`src/rtl/dbs_pkg.sv`:
```
package dbs_pkg;
  localparam logic [1:0] CMD_NOP = 2'd0;
  localparam logic [1:0] CMD_ACT = 2'd1;
  localparam logic [1:0] CMD_RD  = 2'd2;
  localparam logic [1:0] CMD_PRE = 2'd3;

  localparam logic [1:0] KIND_HIT      = 2'd0;
  localparam logic [1:0] KIND_CLOSED   = 2'd1;
  localparam logic [1:0] KIND_CONFLICT = 2'd2;

  typedef enum logic [2:0] {
    ST_IDLE = 3'd0,
    ST_PRE  = 3'd1,
    ST_ACT  = 3'd2,
    ST_RD   = 3'd3,
    ST_DATA = 3'd4
  } bank_st_e;
endpackage

```
`src/rtl/dbs_cnt.sv`:
```
module dbs_cnt #(
  parameter int W = 4
) (
  input  logic         clk,
  input  logic         rst_n,
  input  logic         load,
  input  logic [W-1:0] ld_val,
  output logic [W-1:0] cnt,
  output logic         zero
);
  logic [W-1:0] cnt_nxt;

  always_comb begin
    if (load)            cnt_nxt = ld_val;
    else if (cnt != '0)  cnt_nxt = cnt - 1'b1;
    else                 cnt_nxt = cnt;
  end

  always_ff @(posedge clk or negedge rst_n) begin
    if (!rst_n) cnt <= '0;
    else        cnt <= cnt_nxt;
  end

  assign zero = (cnt == '0);
endmodule

```
`src/rtl/dbs_lat.sv`:
```
module dbs_lat #(
  parameter int LAT_W = 8
) (
  input  logic             clk,
  input  logic             rst_n,
  input  logic             clr,
  input  logic             busy,
  output logic [LAT_W-1:0] lat
);
  logic [LAT_W-1:0] lat_nxt;
  logic             lat_en;

  assign lat_en = clr | (busy & (lat != '1));

  always_comb begin
    if (clr) lat_nxt = '0;
    else     lat_nxt = lat + 1'b1;
  end

  always_ff @(posedge clk or negedge rst_n) begin
    if (!rst_n)      lat <= '0;
    else if (lat_en) lat <= lat_nxt;
  end
endmodule

```
`src/rtl/dbs_ctrl.sv`:
```
module dbs_ctrl
  import dbs_pkg::*;
#(
  parameter int TW    = 4,
  parameter int ROW_W = 8,
  parameter int COL_W = 6
) (
  input  logic             clk,
  input  logic             rst_n,
  input  logic [TW-1:0]    cfg_cl,
  input  logic [TW-1:0]    cfg_trcd,
  input  logic [TW-1:0]    cfg_trp,
  input  logic [TW-1:0]    cfg_tras,
  input  logic             cfg_cmd2t,
  input  logic             req_valid,
  output logic             req_ready,
  input  logic [ROW_W-1:0] req_row,
  input  logic [COL_W-1:0] req_col,
  output logic [1:0]       cmd_code,
  output logic [ROW_W-1:0] cmd_row,
  output logic [COL_W-1:0] cmd_col,
  output logic             data_valid,
  output logic [1:0]       rsp_kind,
  output logic             accept,
  output logic             busy
);
  localparam int SW = TW + 1;

  bank_st_e         st_q, st_nxt;
  logic [ROW_W-1:0] row_q;
  logic [COL_W-1:0] col_q;
  logic [1:0]       kind_q, kind_nxt;
  logic             open_q;
  logic [ROW_W-1:0] open_row_q;

  logic             dly_ld, ras_ld, gap_ld;
  logic [TW-1:0]    dly_val;
  logic [TW-1:0]    dly_cnt, ras_cnt;
  logic [0:0]       gap_cnt;
  logic             dly_zero, ras_zero, gap_zero;

  function automatic logic [TW-1:0] dec1(input logic [TW-1:0] v);
    return (v == '0) ? '0 : v - 1'b1;
  endfunction

  dbs_cnt #(.W(TW)) u_dly (
    .clk(clk), .rst_n(rst_n), .load(dly_ld), .ld_val(dly_val),
    .cnt(dly_cnt), .zero(dly_zero)
  );

  dbs_cnt #(.W(TW)) u_ras (
    .clk(clk), .rst_n(rst_n), .load(ras_ld), .ld_val(dec1(cfg_tras)),
    .cnt(ras_cnt), .zero(ras_zero)
  );

  dbs_cnt #(.W(1)) u_gap (
    .clk(clk), .rst_n(rst_n), .load(gap_ld), .ld_val(cfg_cmd2t),
    .cnt(gap_cnt), .zero(gap_zero)
  );

  assign req_ready = (st_q == ST_IDLE);
  assign accept    = req_valid & req_ready;
  assign busy      = (st_q != ST_IDLE);
  assign gap_ld    = (cmd_code != CMD_NOP);
  assign cmd_row   = row_q;
  assign cmd_col   = col_q;
  assign rsp_kind  = kind_q;

  always_comb begin
    st_nxt     = st_q;
    kind_nxt   = kind_q;
    cmd_code   = CMD_NOP;
    dly_ld     = 1'b0;
    dly_val    = '0;
    ras_ld     = 1'b0;
    data_valid = 1'b0;
    unique case (st_q)
      ST_IDLE: begin
        if (accept) begin
          if (!open_q) begin
            st_nxt   = ST_ACT;
            kind_nxt = KIND_CLOSED;
          end else if (open_row_q == req_row) begin
            st_nxt   = ST_RD;
            kind_nxt = KIND_HIT;
          end else begin
            st_nxt   = ST_PRE;
            kind_nxt = KIND_CONFLICT;
          end
        end
      end
      ST_PRE: begin
        if (ras_zero && gap_zero) begin
          cmd_code = CMD_PRE;
          dly_ld   = 1'b1;
          dly_val  = dec1(cfg_trp);
          st_nxt   = ST_ACT;
        end
      end
      ST_ACT: begin
        if (dly_zero && gap_zero) begin
          cmd_code = CMD_ACT;
          dly_ld   = 1'b1;
          dly_val  = dec1(cfg_trcd);
          ras_ld   = 1'b1;
          st_nxt   = ST_RD;
        end
      end
      ST_RD: begin
        if (dly_zero && gap_zero) begin
          cmd_code = CMD_RD;
          dly_ld   = 1'b1;
          dly_val  = dec1(cfg_cl);
          st_nxt   = ST_DATA;
        end
      end
      ST_DATA: begin
        if (dly_zero) begin
          data_valid = 1'b1;
          st_nxt     = ST_IDLE;
        end
      end
      default: st_nxt = ST_IDLE;
    endcase
  end

  always_ff @(posedge clk or negedge rst_n) begin
    if (!rst_n) begin
      st_q   <= ST_IDLE;
      kind_q <= KIND_HIT;
    end else begin
      st_q   <= st_nxt;
      kind_q <= kind_nxt;
    end
  end

  always_ff @(posedge clk or negedge rst_n) begin
    if (!rst_n) begin
      row_q <= '0;
      col_q <= '0;
    end else if (accept) begin
      row_q <= req_row;
      col_q <= req_col;
    end
  end

  always_ff @(posedge clk or negedge rst_n) begin
    if (!rst_n) begin
      open_q     <= 1'b0;
      open_row_q <= '0;
    end else if (cmd_code == CMD_ACT) begin
      open_q     <= 1'b1;
      open_row_q <= row_q;
    end else if (cmd_code == CMD_PRE) begin
      open_q     <= 1'b0;
    end
  end

  // Independent elapsed-time counters used only by the checks below
  logic [SW-1:0] since_act, since_rd;

  always_ff @(posedge clk or negedge rst_n) begin
    if (!rst_n) begin
      since_act <= '1;
      since_rd  <= '1;
    end else begin
      if (cmd_code == CMD_ACT)  since_act <= SW'(1);
      else if (since_act != '1) since_act <= since_act + 1'b1;
      if (cmd_code == CMD_RD)   since_rd  <= SW'(1);
      else if (since_rd != '1)  since_rd  <= since_rd + 1'b1;
    end
  end


  pre_after_tras_chk: assert property (@(posedge clk) disable iff (!rst_n)
    (cmd_code == CMD_PRE) |-> (since_act >= {1'b0, cfg_tras}));


  rd_after_trcd_chk: assert property (@(posedge clk) disable iff (!rst_n)
    (cmd_code == CMD_RD && kind_q != KIND_HIT) |-> (since_act >= {1'b0, cfg_trcd}));


  data_at_cl_chk: assert property (@(posedge clk) disable iff (!rst_n)
    data_valid |-> (since_rd == {1'b0, cfg_cl}));


  data_pulse_chk: assert property (@(posedge clk) disable iff (!rst_n)
    data_valid |=> !data_valid);


  cmd_spacing_chk: assert property (@(posedge clk) disable iff (!rst_n)
    (cmd_code != CMD_NOP && cfg_cmd2t) |=> (cmd_code == CMD_NOP));


  busy_after_accept_chk: assert property (@(posedge clk) disable iff (!rst_n)
    (req_valid && req_ready) |=> !req_ready);
endmodule

```
`src/rtl/dram_bank_sched.sv`:
```
module dram_bank_sched #(
  parameter int TW    = 4,
  parameter int ROW_W = 8,
  parameter int COL_W = 6,
  parameter int LAT_W = 8
) (
  input  logic             clk,
  input  logic             rst_n,
  input  logic [TW-1:0]    cfg_cl,
  input  logic [TW-1:0]    cfg_trcd,
  input  logic [TW-1:0]    cfg_trp,
  input  logic [TW-1:0]    cfg_tras,
  input  logic             cfg_cmd2t,
  input  logic             req_valid,
  output logic             req_ready,
  input  logic [ROW_W-1:0] req_row,
  input  logic [COL_W-1:0] req_col,
  output logic [1:0]       cmd_code,
  output logic [ROW_W-1:0] cmd_row,
  output logic [COL_W-1:0] cmd_col,
  output logic             data_valid,
  output logic [1:0]       rsp_kind,
  output logic [LAT_W-1:0] rsp_latency
);
  logic [1:0] rst_sync_q;
  logic       rst_int_n;
  logic       accept, busy, ready_int;

  always_ff @(posedge clk or negedge rst_n) begin
    if (!rst_n) rst_sync_q <= 2'b00;
    else        rst_sync_q <= {rst_sync_q[0], 1'b1};
  end
  assign rst_int_n = rst_sync_q[1];

  dbs_ctrl #(.TW(TW), .ROW_W(ROW_W), .COL_W(COL_W)) u_ctrl (
    .clk(clk), .rst_n(rst_int_n),
    .cfg_cl(cfg_cl), .cfg_trcd(cfg_trcd), .cfg_trp(cfg_trp),
    .cfg_tras(cfg_tras), .cfg_cmd2t(cfg_cmd2t),
    .req_valid(req_valid), .req_ready(ready_int),
    .req_row(req_row), .req_col(req_col),
    .cmd_code(cmd_code), .cmd_row(cmd_row), .cmd_col(cmd_col),
    .data_valid(data_valid), .rsp_kind(rsp_kind),
    .accept(accept), .busy(busy)
  );

  assign req_ready = ready_int & rst_int_n;

  dbs_lat #(.LAT_W(LAT_W)) u_lat (
    .clk(clk), .rst_n(rst_int_n), .clr(accept), .busy(busy),
    .lat(rsp_latency)
  );
endmodule

```
`config.mk`:
```
export PLATFORM = sky130hd
export DESIGN_NAME = dram_bank_sched
export DESIGN_NICKNAME = d
export VERILOG_FILES = /design/src/rtl/dbs_pkg.sv /design/src/rtl/dbs_cnt.sv /design/src/rtl/dbs_lat.sv /design/src/rtl/dbs_ctrl.sv /design/src/rtl/dram_bank_sched.sv
export SDC_FILE = /design/constraint.sdc
export NUM_CORES = 1
export LEC_CHECK = 0
export ABC_CLOCK_PERIOD_IN_PS = 1500
export BUFFER_PORTS_ARGS = -buffer_cell sky130_fd_sc_hd__buf_2
export CORE_AREA = 2 2 108 58
export DETAILED_ROUTE_END_ITERATION = 7
export DIE_AREA = 0 0 110 60
export GPL_TIMING_DRIVEN = 0
export PLACE_DENSITY = 0.73
export SLEW_MARGIN = 25
export SYNTH_ARGS = -nofsm -noshare
export SYNTH_HDL_FRONTEND = slang
export SYNTH_SLANG_ARGS = --single-unit
```
`constraint.sdc`:
```
create_clock -name clk -period 1.5 [get_ports clk]
set_clock_uncertainty 0.05 [all_clocks]
set_input_delay 0.075 -clock clk [delete_from_list [all_inputs] [get_ports clk]]
set_output_delay 0.075 -clock clk [all_outputs]
set_load 0.05 [all_outputs]
```
==> metrics.txt <==
Worst EP required approximately 1.4 ns; Bufs and invs on worst path 3; family with the most delay on the worst path simple AND/OR/NAND/NOR gates; vias between 2000 and 2500; cells along the critical path inv_2 > ha_4 > or3b_4 > nor4_4 > buf_6 > nand2b_2 > buf_8; post-synth top area share between 40% and 50%; crit end category primary output; Die Y 60 um; clock sink count 47; I/O Pins 62; share of cells above drive strength 1 41.9%; n_diodes 0; TritonRoute pass-1 iters 4; final setup vio count 28; Worst Setup Slack, final -0.600 ns; Final Hold Fails 0; DRC 0; Post-synth EDFFs 0; Worst-Skew Late Latency 0.30 ns; first-pass GRT wire length approximately 11 mm; failing checks negative setup slack; Synth cell types 47; Worst Hold Slack between 0.02 and 0.025 ns; post-layout min period ~2.1 ns; CP peak stage delay between 0.4 and 0.5 ns; Net Count, Synth roughly 320; outcome finished with violations; max-slew violations 0; vias in the first global route about 2200; Pwr Total ~8 mW; Fmax achieved approximately 0.48 GHz; kind of critical path reg -> out; Layout Nets around 440; warnings from Yosys 0; Post-Place Cells 416; Routed Antenna Nets 0; Std-Cell Rows 20; CTS tree built; Cell Pwr Density approximately 2000 nW/um2; Clock transition at path regs ~0.090 ns; root buf cell clkbuf_8; per-cell routed wire length around 16 um; leakage power 1.83 nW; vias per inst 5.25; syn avg cell area 9.34 um2; sequential fraction of the synthesis area between 40% and 50%; Congestion Overflow GR 0; overall die area ~6600 um2; most instantiated cells after synthesis 57 x nand2_1, 47 x dfrtp_1, 16 x o21ai_0; DR iter-0 viols 176; area leader, netlist dfrtp_1; Total GRT Usage 21.8%; htree depth 2; CP arrival just under 2 ns; flop2flop setup slack -0.60 ns; Max Fanout on Critical Path 5; core area 5730 um2; PortBufs 61; number of synthesized register bits 47; Tcrit/Tclk final 140%; Gate Count Post-Synth roughly 280; RSZ-0062 raised after global routing yes; total CTS buffers 5; final wirelength roughly 7.4 mm; most frequent cell after synthesis nand2_1; Initial Utilization approximately 45%; Worst Setup Start Kind flip-flop; Chip Width between 100 and 150 um; max cap viols 0; hpwl dp 4.53 mm; final instance area 3910 um2; most used flip-flop cell after synthesis dfrtp_1; largest net degree at the start of global routing 25; Area Overhead vs Synth 50.4%; GP Congestion roughly 0.84; initial antenna violation count 0; post-synthesis async set-or-reset flop share 100%; HP Class in -> reg; synthesized area roughly 2600 um2; maximum VDD drop 1.00 mV; Placed Area 3060 um2; synth top area cells dfrtp_1 45%, nand2_1 8.2%, ha_1 5.3%; fin cells 471; clk buf depth 2; CP max-delay cell or3b_4
[state kept, by name, summed over array words and instances (netlist names)]
name,flops
u_ctrl.st_q,3
u_lat.lat,8
rst_sync_q,2
u_ctrl.open_row_q,8
u_ctrl.u_dly.cnt,4
u_ctrl.u_gap.cnt,1
u_ctrl.u_ras.cnt,4
u_ctrl.cmd_row,8
u_ctrl.open_q,1
u_ctrl.rsp_kind,2
u_ctrl.cmd_col,6
[through the flow]
stage / setup TNS, ns / setup slack [ns] / util (%)
after floorplan: -5.21 / -0.331 / -
after global placement: -10.85 / -0.563 / 53.4
after detailed placement: -12.95 / -0.633 / 53.4
after CTS: -8.79 / -0.580 / 63.2
after global routing: -12.60 / -0.668 / 68.2
final: -10.84 / -0.600 / 68.2
[area by class of cell]
| class | instances | area, um2 |
|---|---|---|
| buffer | 7 | 86.3 |
| clock buffer | 7 | 76.3 |
| clock inverter | 1 | 5.00 |
| fill | 396 | 1820 |
| inverter | 12 | 45.0 |
| multi-input combinational | 211 | 1570 |
| sequential | 47 | 1190 |
| tap | 77 | 96.3 |
| timing repair buffer | 109 | 840 |
[routing by layer]
layer / track usage (%) / wire (um) / vias up
met3: 5.13 / 445 / 9
met2: 33.7 / 3300 / 79
li1: - / - / 1186
met5: 0 / 0 / -
met4: 4.70 / 49 / 0
met1: 31.3 / 3590 / 1200
[path summary, 6_finish.rpt]
path / cells after the start / endpoint / from
setup / recovery: 7 / cmd_code[0] / u_ctrl.u_dly.cnt[0]$_DFFE_PN0P_
hold reg to reg: 0 / u_ctrl.open_row_q[7]$_DFFE_PN0P_ / rst_sync_q[1]$_DFF_PN0_
hold / removal: 3 / u_ctrl.u_ras.cnt[3]$_DFFE_PN0P_ / cfg_tras[3]
max in group asynchronous: 1 / u_ctrl.cmd_col[4]$_DFFE_PN0P_ / rst_sync_q[1]$_DFF_PN0_
setup reg to reg: 9 / u_ctrl.u_dly.cnt[2]$_DFFE_PN0P_ / u_ctrl.u_dly.cnt[0]$_DFFE_PN0P_
min in group asynchronous: 2 / rst_sync_q[0]$_DFF_PN0_ / rst_n
[where the power goes]
part	total (mW)	leakage [nW]	switching, mW	internal [mW]
Clock	0.749	0.0422	0.421	0.328
Sequential	2.33	0.580	0.519	1.81
Combinational	4.89	1.21	2.85	2.05
Total	7.97	1.83	3.79	4.18
[cells in the final DEF, fill, tap and decap left out, types with 4 or more instances in the layout]
| cell | netlist | layout |
|---|---|---|
| nand2b_1 | 6 | 5 |
| nor3_1 | 12 | 12 |
| buf_6 | 1 | 12 |
| nor2_1 | 14 | 12 |
| mux2_2 | 9 | 8 |
| inv_2 | 0 | 4 |
| dfrtp_2 | 0 | 8 |
| clkbuf_8 | 0 | 5 |
| nor2b_1 | 6 | 5 |
| ha_1 | 11 | 8 |
| buf_2 | 3 | 57 |
| dlygate4sd3_1 | 0 | 16 |
| buf_4 | 1 | 21 |
| dfrtp_1 | 47 | 38 |
| buf_8 | 0 | 6 |
| o21ai_1 | 0 | 5 |
| xnor2_1 | 11 | 11 |
| a21oi_1 | 13 | 11 |
| nand2_1 | 57 | 54 |
| o21ai_0 | 16 | 9 |
| inv_1 | 12 | 8 |
| nand3_1 | 10 | 9 |
[worst register-to-register path, stage by stage, from the launching register on]
cell     delay (ns)
dfrtp_1        0.41
inv_2          0.09
ha_4           0.13
or3b_4         0.42
buf_4          0.16
nor3_4         0.22
a21oi_4        0.09
buf_4          0.17
a22oi_2        0.12
a21oi_1        0.11
[kinds of logic (layout without fill, tap and decap cells)]
group	count (synthesis)	after routing	share of synthesized area, %
adder cells (fa/ha/maj)	11	11	5.30
buffers and inverters	20	136	3.47
multiplexers	12	12	5.06
AO/OA/AOI/OAI	47	47	11.0
other	1	1	0.144
flip-flops	47	47	45.3
AND/OR/NAND/NOR	127	127	25.3
XOR/XNOR	13	13	4.38
[timing repair]
| action | in CTS | in global routing |
|---|---|---|
| gates cloned | 0 | 2 |
| resized for setup | 46 | 33 |
| endpoints found under the setup margin | 47 | 48 |
| hold buffers | 16 | 0 |
| pin swaps | 8 | 16 |
| hold endpoints to repair | 17 | 0 |
| buffers inserted | 19 | 13 |
Power figures use the tool's default switching activity.
